**src/rtl/vrs_pkg.sv**
```systemverilog
package vrs_pkg;
  parameter int DATA_W = 32;
  parameter int TAG_W  = 4;
  parameter int OP_W   = 6;

  // A source: when rdy is 0 the low TAG_W bits of data name the producer.
  typedef struct packed {
    logic              rdy;
    logic [DATA_W-1:0] data;
  } opnd_t;

  typedef struct packed {
    logic [OP_W-1:0]   op;
    opnd_t             a;
    opnd_t             b;
    logic              imm_en;
    logic [DATA_W-1:0] imm;
    logic [TAG_W-1:0]  dst;
  } uop_t;

  // Merge a broadcast result into a pending source.
  function automatic opnd_t snoop(opnd_t o, logic hit_v,
                                  logic [TAG_W-1:0] t, logic [DATA_W-1:0] v);
    opnd_t r;
    r = o;
    if (!o.rdy && hit_v && (o.data[TAG_W-1:0] == t)) begin
      r.rdy  = 1'b1;
      r.data = v;
    end
    return r;
  endfunction
endpackage

```
**src/rtl/vrs_entry.sv**
```systemverilog
module vrs_entry
  import vrs_pkg::*;
(
  input  logic              clk,
  input  logic              rst,
  input  logic              alloc,
  input  uop_t              alloc_uop,
  input  logic              drop,
  input  logic              bc_valid,
  input  logic [TAG_W-1:0]  bc_tag,
  input  logic [DATA_W-1:0] bc_val,
  output logic              busy,
  output logic              ready,
  output uop_t              live
);
  uop_t held;

  // Current view of the entry including a broadcast arriving this cycle.
  always_comb begin
    live   = held;
    live.a = snoop(held.a, bc_valid, bc_tag, bc_val);
    live.b = snoop(held.b, bc_valid, bc_tag, bc_val);
  end

  assign ready = busy && live.a.rdy && live.b.rdy;

  always_ff @(posedge clk) begin
    if (rst)        busy <= 1'b0;
    else if (drop)  busy <= 1'b0;
    else if (alloc) busy <= 1'b1;
  end

  // Payload needs no reset: busy qualifies it.
  always_ff @(posedge clk) begin
    if (alloc) held <= alloc_uop;
    else       held <= live;
  end
endmodule

```
**src/rtl/vrs_age_pick.sv**
```systemverilog
module vrs_age_pick #(
  parameter int N = 4
) (
  input  logic         clk,
  input  logic         rst,
  input  logic [N-1:0] alloc,
  input  logic [N-1:0] req,
  output logic [N-1:0] grant
);
  // older[i][j] is 1 when entry i was written before entry j.
  logic [N-1:0] older [N];

  always_ff @(posedge clk) begin
    if (rst) begin
      older <= '{default: '0};
    end else begin
      for (int i = 0; i < N; i++) begin
        for (int j = 0; j < N; j++) begin
          if (i != j) begin
            if (alloc[i])      older[i][j] <= 1'b0;
            else if (alloc[j]) older[i][j] <= 1'b1;
          end
        end
      end
    end
  end

  for (genvar g = 0; g < N; g++) begin : g_grant
    logic [N-1:0] beaten;
    always_comb begin
      for (int j = 0; j < N; j++) beaten[j] = req[j] && older[j][g];
    end
    assign grant[g] = req[g] && !(|beaten);
  end
endmodule

```
**src/rtl/vrs_station.sv**
```systemverilog
module vrs_station
  import vrs_pkg::*;
#(
  parameter int ENTRIES = 4
) (
  input  logic              clk,
  input  logic              rst,
  input  logic              ins_valid,
  input  logic [OP_W-1:0]   ins_op,
  input  logic              ins_a_rdy,
  input  logic [DATA_W-1:0] ins_a_data,
  input  logic              ins_b_rdy,
  input  logic [DATA_W-1:0] ins_b_data,
  input  logic              ins_imm_en,
  input  logic [DATA_W-1:0] ins_imm,
  input  logic [TAG_W-1:0]  ins_dst,
  output logic              full,
  input  logic              bc_valid,
  input  logic [TAG_W-1:0]  bc_tag,
  input  logic [DATA_W-1:0] bc_val,
  output logic              iss_valid,
  output logic [OP_W-1:0]   iss_op,
  output logic [DATA_W-1:0] iss_a,
  output logic [DATA_W-1:0] iss_b,
  output logic              iss_imm_en,
  output logic [DATA_W-1:0] iss_imm,
  output logic [TAG_W-1:0]  iss_dst
);
  localparam int UOP_W = $bits(uop_t);

  uop_t               ins_raw, ins_live, pick_uop;
  uop_t               slot_live [ENTRIES];
  logic [ENTRIES-1:0] slot_busy, slot_ready, slot_grant, slot_alloc, free_oh;
  logic [UOP_W-1:0]   pick_bits;
  logic               any_grant, ins_ok, bypass, issue_go;
  logic [1:0]         pick_rdy;

  // Incoming instruction, with a same-cycle broadcast merged in.
  always_comb begin
    ins_raw.op     = ins_op;
    ins_raw.a.rdy  = ins_a_rdy;
    ins_raw.a.data = ins_a_data;
    ins_raw.b.rdy  = ins_b_rdy;
    ins_raw.b.data = ins_b_data;
    ins_raw.imm_en = ins_imm_en;
    ins_raw.imm    = ins_imm;
    ins_raw.dst    = ins_dst;
    ins_live       = ins_raw;
    ins_live.a     = snoop(ins_raw.a, bc_valid, bc_tag, bc_val);
    ins_live.b     = snoop(ins_raw.b, bc_valid, bc_tag, bc_val);
  end

  assign full      = &slot_busy;
  assign any_grant = |slot_grant;
  assign ins_ok    = ins_valid && !full;
  assign bypass    = ins_ok && !any_grant && ins_live.a.rdy && ins_live.b.rdy;
  assign issue_go  = any_grant || bypass;

  // Lowest-numbered free slot.
  always_comb begin
    logic found;
    found   = 1'b0;
    free_oh = '0;
    for (int i = 0; i < ENTRIES; i++) begin
      if (!slot_busy[i] && !found) begin
        free_oh[i] = 1'b1;
        found      = 1'b1;
      end
    end
  end

  assign slot_alloc = (ins_ok && !bypass) ? free_oh : '0;

  for (genvar g = 0; g < ENTRIES; g++) begin : g_slot
    vrs_entry u_entry (
      .clk       (clk),
      .rst       (rst),
      .alloc     (slot_alloc[g]),
      .alloc_uop (ins_live),
      .drop      (slot_grant[g]),
      .bc_valid  (bc_valid),
      .bc_tag    (bc_tag),
      .bc_val    (bc_val),
      .busy      (slot_busy[g]),
      .ready     (slot_ready[g]),
      .live      (slot_live[g])
    );
  end

  vrs_age_pick #(.N(ENTRIES)) u_pick (
    .clk   (clk),
    .rst   (rst),
    .alloc (slot_alloc),
    .req   (slot_ready),
    .grant (slot_grant)
  );

  // AND-OR selection of the granted entry; bypass only when none granted.
  always_comb begin
    pick_bits = '0;
    for (int i = 0; i < ENTRIES; i++)
      pick_bits = pick_bits | (slot_live[i] & {UOP_W{slot_grant[i]}});
    pick_uop = bypass ? ins_live : uop_t'(pick_bits);
  end

  assign pick_rdy = {pick_uop.a.rdy, pick_uop.b.rdy};

  always_ff @(posedge clk) begin
    if (rst) iss_valid <= 1'b0;
    else     iss_valid <= issue_go;
  end

  always_ff @(posedge clk) begin
    if (issue_go) begin
      iss_op     <= pick_uop.op;
      iss_a      <= pick_uop.a.data;
      iss_b      <= pick_uop.b.data;
      iss_imm_en <= pick_uop.imm_en;
      iss_imm    <= pick_uop.imm;
      iss_dst    <= pick_uop.dst;
    end
  end
endmodule

```
**config.mk**
```make
export PLATFORM = sky130hd
export DESIGN_NAME = vrs_station
export DESIGN_NICKNAME = d
export VERILOG_FILES = /design/src/rtl/vrs_pkg.sv /design/src/rtl/vrs_entry.sv /design/src/rtl/vrs_age_pick.sv /design/src/rtl/vrs_station.sv
export SDC_FILE = /design/constraint.sdc
export NUM_CORES = 1
export LEC_CHECK = 0
export BUFFER_PORTS_ARGS = -buffer_cell sky130_fd_sc_hd__buf_2
export CORE_ASPECT_RATIO = 1.75
export CORE_MARGIN = 2
export CORE_UTILIZATION = 40
export CTS_CLUSTER_DIAMETER = 40
export DETAILED_ROUTE_END_ITERATION = 8
export GPL_ROUTABILITY_DRIVEN = 0
export SYNTH_ARGS = -nofsm -noshare
export SYNTH_HDL_FRONTEND = slang
export SYNTH_SLANG_ARGS = --single-unit
export TNS_END_PERCENT = 5
```
**constraint.sdc**
```tcl
create_clock -name clk -period 5.2 [get_ports clk]
set_input_delay 0.52 -clock clk [delete_from_list [all_inputs] [get_ports clk]]
set_output_delay 0.52 -clock clk [all_outputs]
set_load 0.02 [all_outputs]
```
==> metrics.md <==
| Metric | Value |
|---|---|
| Status | `completed` |
| Async S/R FF share, synth | `0%` |
| Tmin final | `roughly 4500 ps` |
| Fin crit share | `86.21%` |
| Pin count of the biggest net entering global routing | `just under 90` |
| RSZ-0062 raised after global routing | `no` |
| Post-Layout Cell Count | `~3.5k` |
| Worst slew pin tran | `1265 ps` |
| Kind of capture point of the worst setup path | `flop` |
| FF-to-FF setup slack | `720 ps` |
| Syn Inst Count | `around 2.5k` |
| Worst Setup Path Type | `flop to flop` |
| Worst relative slew slack | `approximately 16%` |
| Peak VDD IR | `approximately 0.37 mV` |
| Setup TNS | `0 ps` |
| Yosys reg bits | `560` |
| Fillers | `5770` |
| First drt pass iteration count | `9` |
| Seq/Total Area, Yosys | `about 56%` |
| Most frequent cells in the layout | `404 x nor2_1, 363 x a21oi_1, 281 x dfxtp_1` |
| Initial antenna violation count | `11` |
| Syn_area_per_cell | `~10 um2` |
| Clock share of power | `between 30% and 40%` |
| Detailed Place HPWL | `about 53000 um` |
| Post-synth EDFFs | `279` |
| # DRC | `0` |
| Power per Cell Area | `between 400 and 500 nW/um2` |
| Core region area | `62070 um2` |
| Hold_buf cts | `0` |
| Final hold vios | `0` |
| Crit path from | `g_slot[1].u_entry.held[70]$_DFF_P_` |
| Num ports | `~260` |
| CTS tree | `built` |
| Row cnt | `between 100 and 150` |
| Initial Util | `40.39%` |
| Worst-skew pair later-pin latency | `~600 ps` |
| First-pass GRT wire length | `127500 um` |
| NetSw | `a little over 4000 uW` |
| Setup bufs post-CTS | `0` |
| Hold Path Depth | `1` |
| Clk root buf | `clkbuf_16` |
| Grt ovf | `0` |
| Clock Sinks | `between 500 and 600` |
| Via Count | `21.09k` |
| Total Routing Usage GR | `about 26%` |
| DIE HEIGHT | `between 300 and 400 um` |
| Comb power frac | `22.1%` |
| Crit path max fanout | `54` |
| R2R Path End | `iss_b[3]$_DFFE_PP_` |
| Syn. warnings | `0` |
| Post-Place Setup Slack | `between 200 and 250 ps` |
| Prevailing post-synth register cell | `dfxtp_1` |
| Max-Cap Viols | `0` |
| Net Sw Frac | `approximately 30%` |
| Detailed Route WL | `around 86000 um` |
| Data arrival, critical path | `4830 ps` |
| Final ANT Viol Nets | `0` |
| Reg2reg path depth | `9` |
| Top achievable clock speed | `approximately 220 MHz` |
| Synth cell types | `59` |
| Fin nets | `between 2k and 3k` |
| Routed vias/inst | `around 6.0` |
| PortBufs | `between 200 and 300` |
| Clock Path Buffers | `3` |
| Critical Path RT | `~5500 ps` |
| Syn Nets | `around 2.6k` |
| Resize count post-CTS | `0` |
| Clock Skew | `between 20 and 30 ps` |
| Dpl cells | `3380` |
| Util after Layout | `a little under half` |
| Worst hold start | `ins_op[1]` |
| Number of global-route vias before repair | `20.80k` |
| Area delta synth->final | `16.13%` |
| Clock-pin slew on the worst setup and hold paths | `60 ps` |
| 1st-iter DRT viols | `2313` |
| R2R Path Start | `g_slot[1].u_entry.held[70]$_DFF_P_` |
| TritonCTS buffer count | `between 50 and 60` |
| Die Area | `about 65000 um2` |
| Post-route setup slack | `between 700 and 800 ps` |
| Final slew viol count | `0` |
| Layout cells sized above 1 | `around 16%` |
| WL per Instance | `~25 um` |
| CP Launch Type | `flop` |
| Hold WC Path Type | `input port to flop` |
| Die width | `193.3 um` |
| Int Pwr | `about 9600 uW` |
| H-tree levels | `2` |
| Reg power frac | `between 40% and 50%` |
| Final setup fails | `0` |
| Leakage | `about 0.011 uW` |
| Mapped Area | `roughly 25000 um2` |
| WHS Endpoint | `g_slot[1].u_entry.live[104]$_DFFE_PP_` |
| Commonest non-fill, non-tap cell in the layout | `nor2_1` |
## cell usage after synthesis (2+ instances only)
library cell	count	area share (%)
nand2_1	17	0.25
a22oi_1	86	2.6
or3_1	28	0.70
xnor2_1	9	0.31
clkinv_1	3	0.045
a221o_1	8	0.32
xor2_1	16	0.56
nand4_1	2	0.050
nor2_1	404	6.0
buf_1	7	0.10
nand4b_1	4	0.14
o22ai_1	130	3.2
edfxtp_1	279	33
nor2b_1	3	0.075
and2_1	6	0.15
nor3_1	78	1.6
and3_1	3	0.075
nand2b_1	6	0.15
clkbuf_1	190	2.8
inv_1	144	2.2
o21a_1	14	0.42
a21oi_1	365	7.3
nand3_1	4	0.080
dfxtp_1	281	22
o221a_1	20	0.90
buf_2	29	0.58
and4_1	3	0.10
a31oi_1	45	1.1
o221ai_1	3	0.10
inv_2	2	0.030
a221oi_1	62	2.2
a222oi_1	40	1.6
mux2i_1	164	6.5
o221a_2	9	0.40
buf_4	2	0.060
a2111oi_2	3	0.18
o211ai_1	2	0.060
a2111o_1	4	0.18
## critical path, cell delays in order, from the launching register on
cell	delay, ps
dfxtp_1	390
a222oi_1	340
or4b_2	700
a221oi_1	620
a2111oi_4	150
nor4_4	640
and2_4	570
buf_12	330
nor3_1	100
a21oi_1	360
## how the worst max path moves through the flow
stage	end	slack (ps)	cells after the start
2_1_floorplan	g_slot[1].u_entry.live[0]$_DFFE_PP_	260	11
3_5_place_dp	iss_b[3]$_DFFE_PP_	250	11
6_report	iss_b[3]$_DFFE_PP_	720	9
5_1_grt	iss_b[3]$_DFFE_PP_	550	10
4_1_cts	iss_b[3]$_DFFE_PP_	730	9
3_3_place_gp	iss_b[3]$_DFFE_PP_	410	11
## flip-flops by register name, summed over array words and instances (netlist names), 4 cells and up
signal and cells:
g_slot.u_entry.live 172, iss_b 32, g_slot.u_entry.held 264, iss_dst 4
g_slot.u_entry.busy 4, u_pick.older 12, iss_op 6, iss_imm 32
iss_a 32
## layout make-up
type	instances	area [um2]	area share [%]
multi-input combinational	1559	9737	33.44
clock inverter	32	452.9	1.556
antenna	7	17.52	0.06016
sequential	560	14000	48.09
inverter	149	559.3	1.921
timing repair buffer	313	1832	6.291
tap	799	999.7	3.433
clock buffer	70	1515	5.204
## cells by family after synthesis
kind of cell | after synthesis | synth area share (%)
DFF | 560 | 55.85
AOI/OAI and AO/OA | 804 | 21.15
xor gates and xnor gates | 25 | 0.8733
muxes | 166 | 6.647
and+or+nand+nor | 564 | 9.652
buffers and inverters | 377 | 5.819
## power by group through the flow
stage          Clock [uW]  Sequential [uW]  Combinational (uW)
6_report             4360             6260                3020
5_1_grt              4610             6360                3310
4_1_cts              4430             6250                3000
3_5_place_dp            0             6340                2980
3_3_place_gp            0             6300                2890
2_1_floorplan           0             6360                1960
## routing by layer
metal  up-vias  global-route usage (%)  share of wire, %
li1       9523                       -                 -
met1     10160                   29.32                36
met2      1116                   43.62                49
met3       281                   4.249               7.4
met4        10                   18.29               7.4
met5         -                       0             0.084
## per-stage QoR
stage / instance area, um2 / power (uW) / hold WS, ps
global placement: 27130 / 9186 / 443.8
detailed placement: 27130 / 9316 / 453.8
finish: 29120 / 13640 / 166.6
CTS: 29100 / 13690 / 134.3
global route: 29100 / 14280 / 146.6
floorplan: 25070 / 8314 / 432.5
Note: power is estimated with default switching activity, not from simulation.
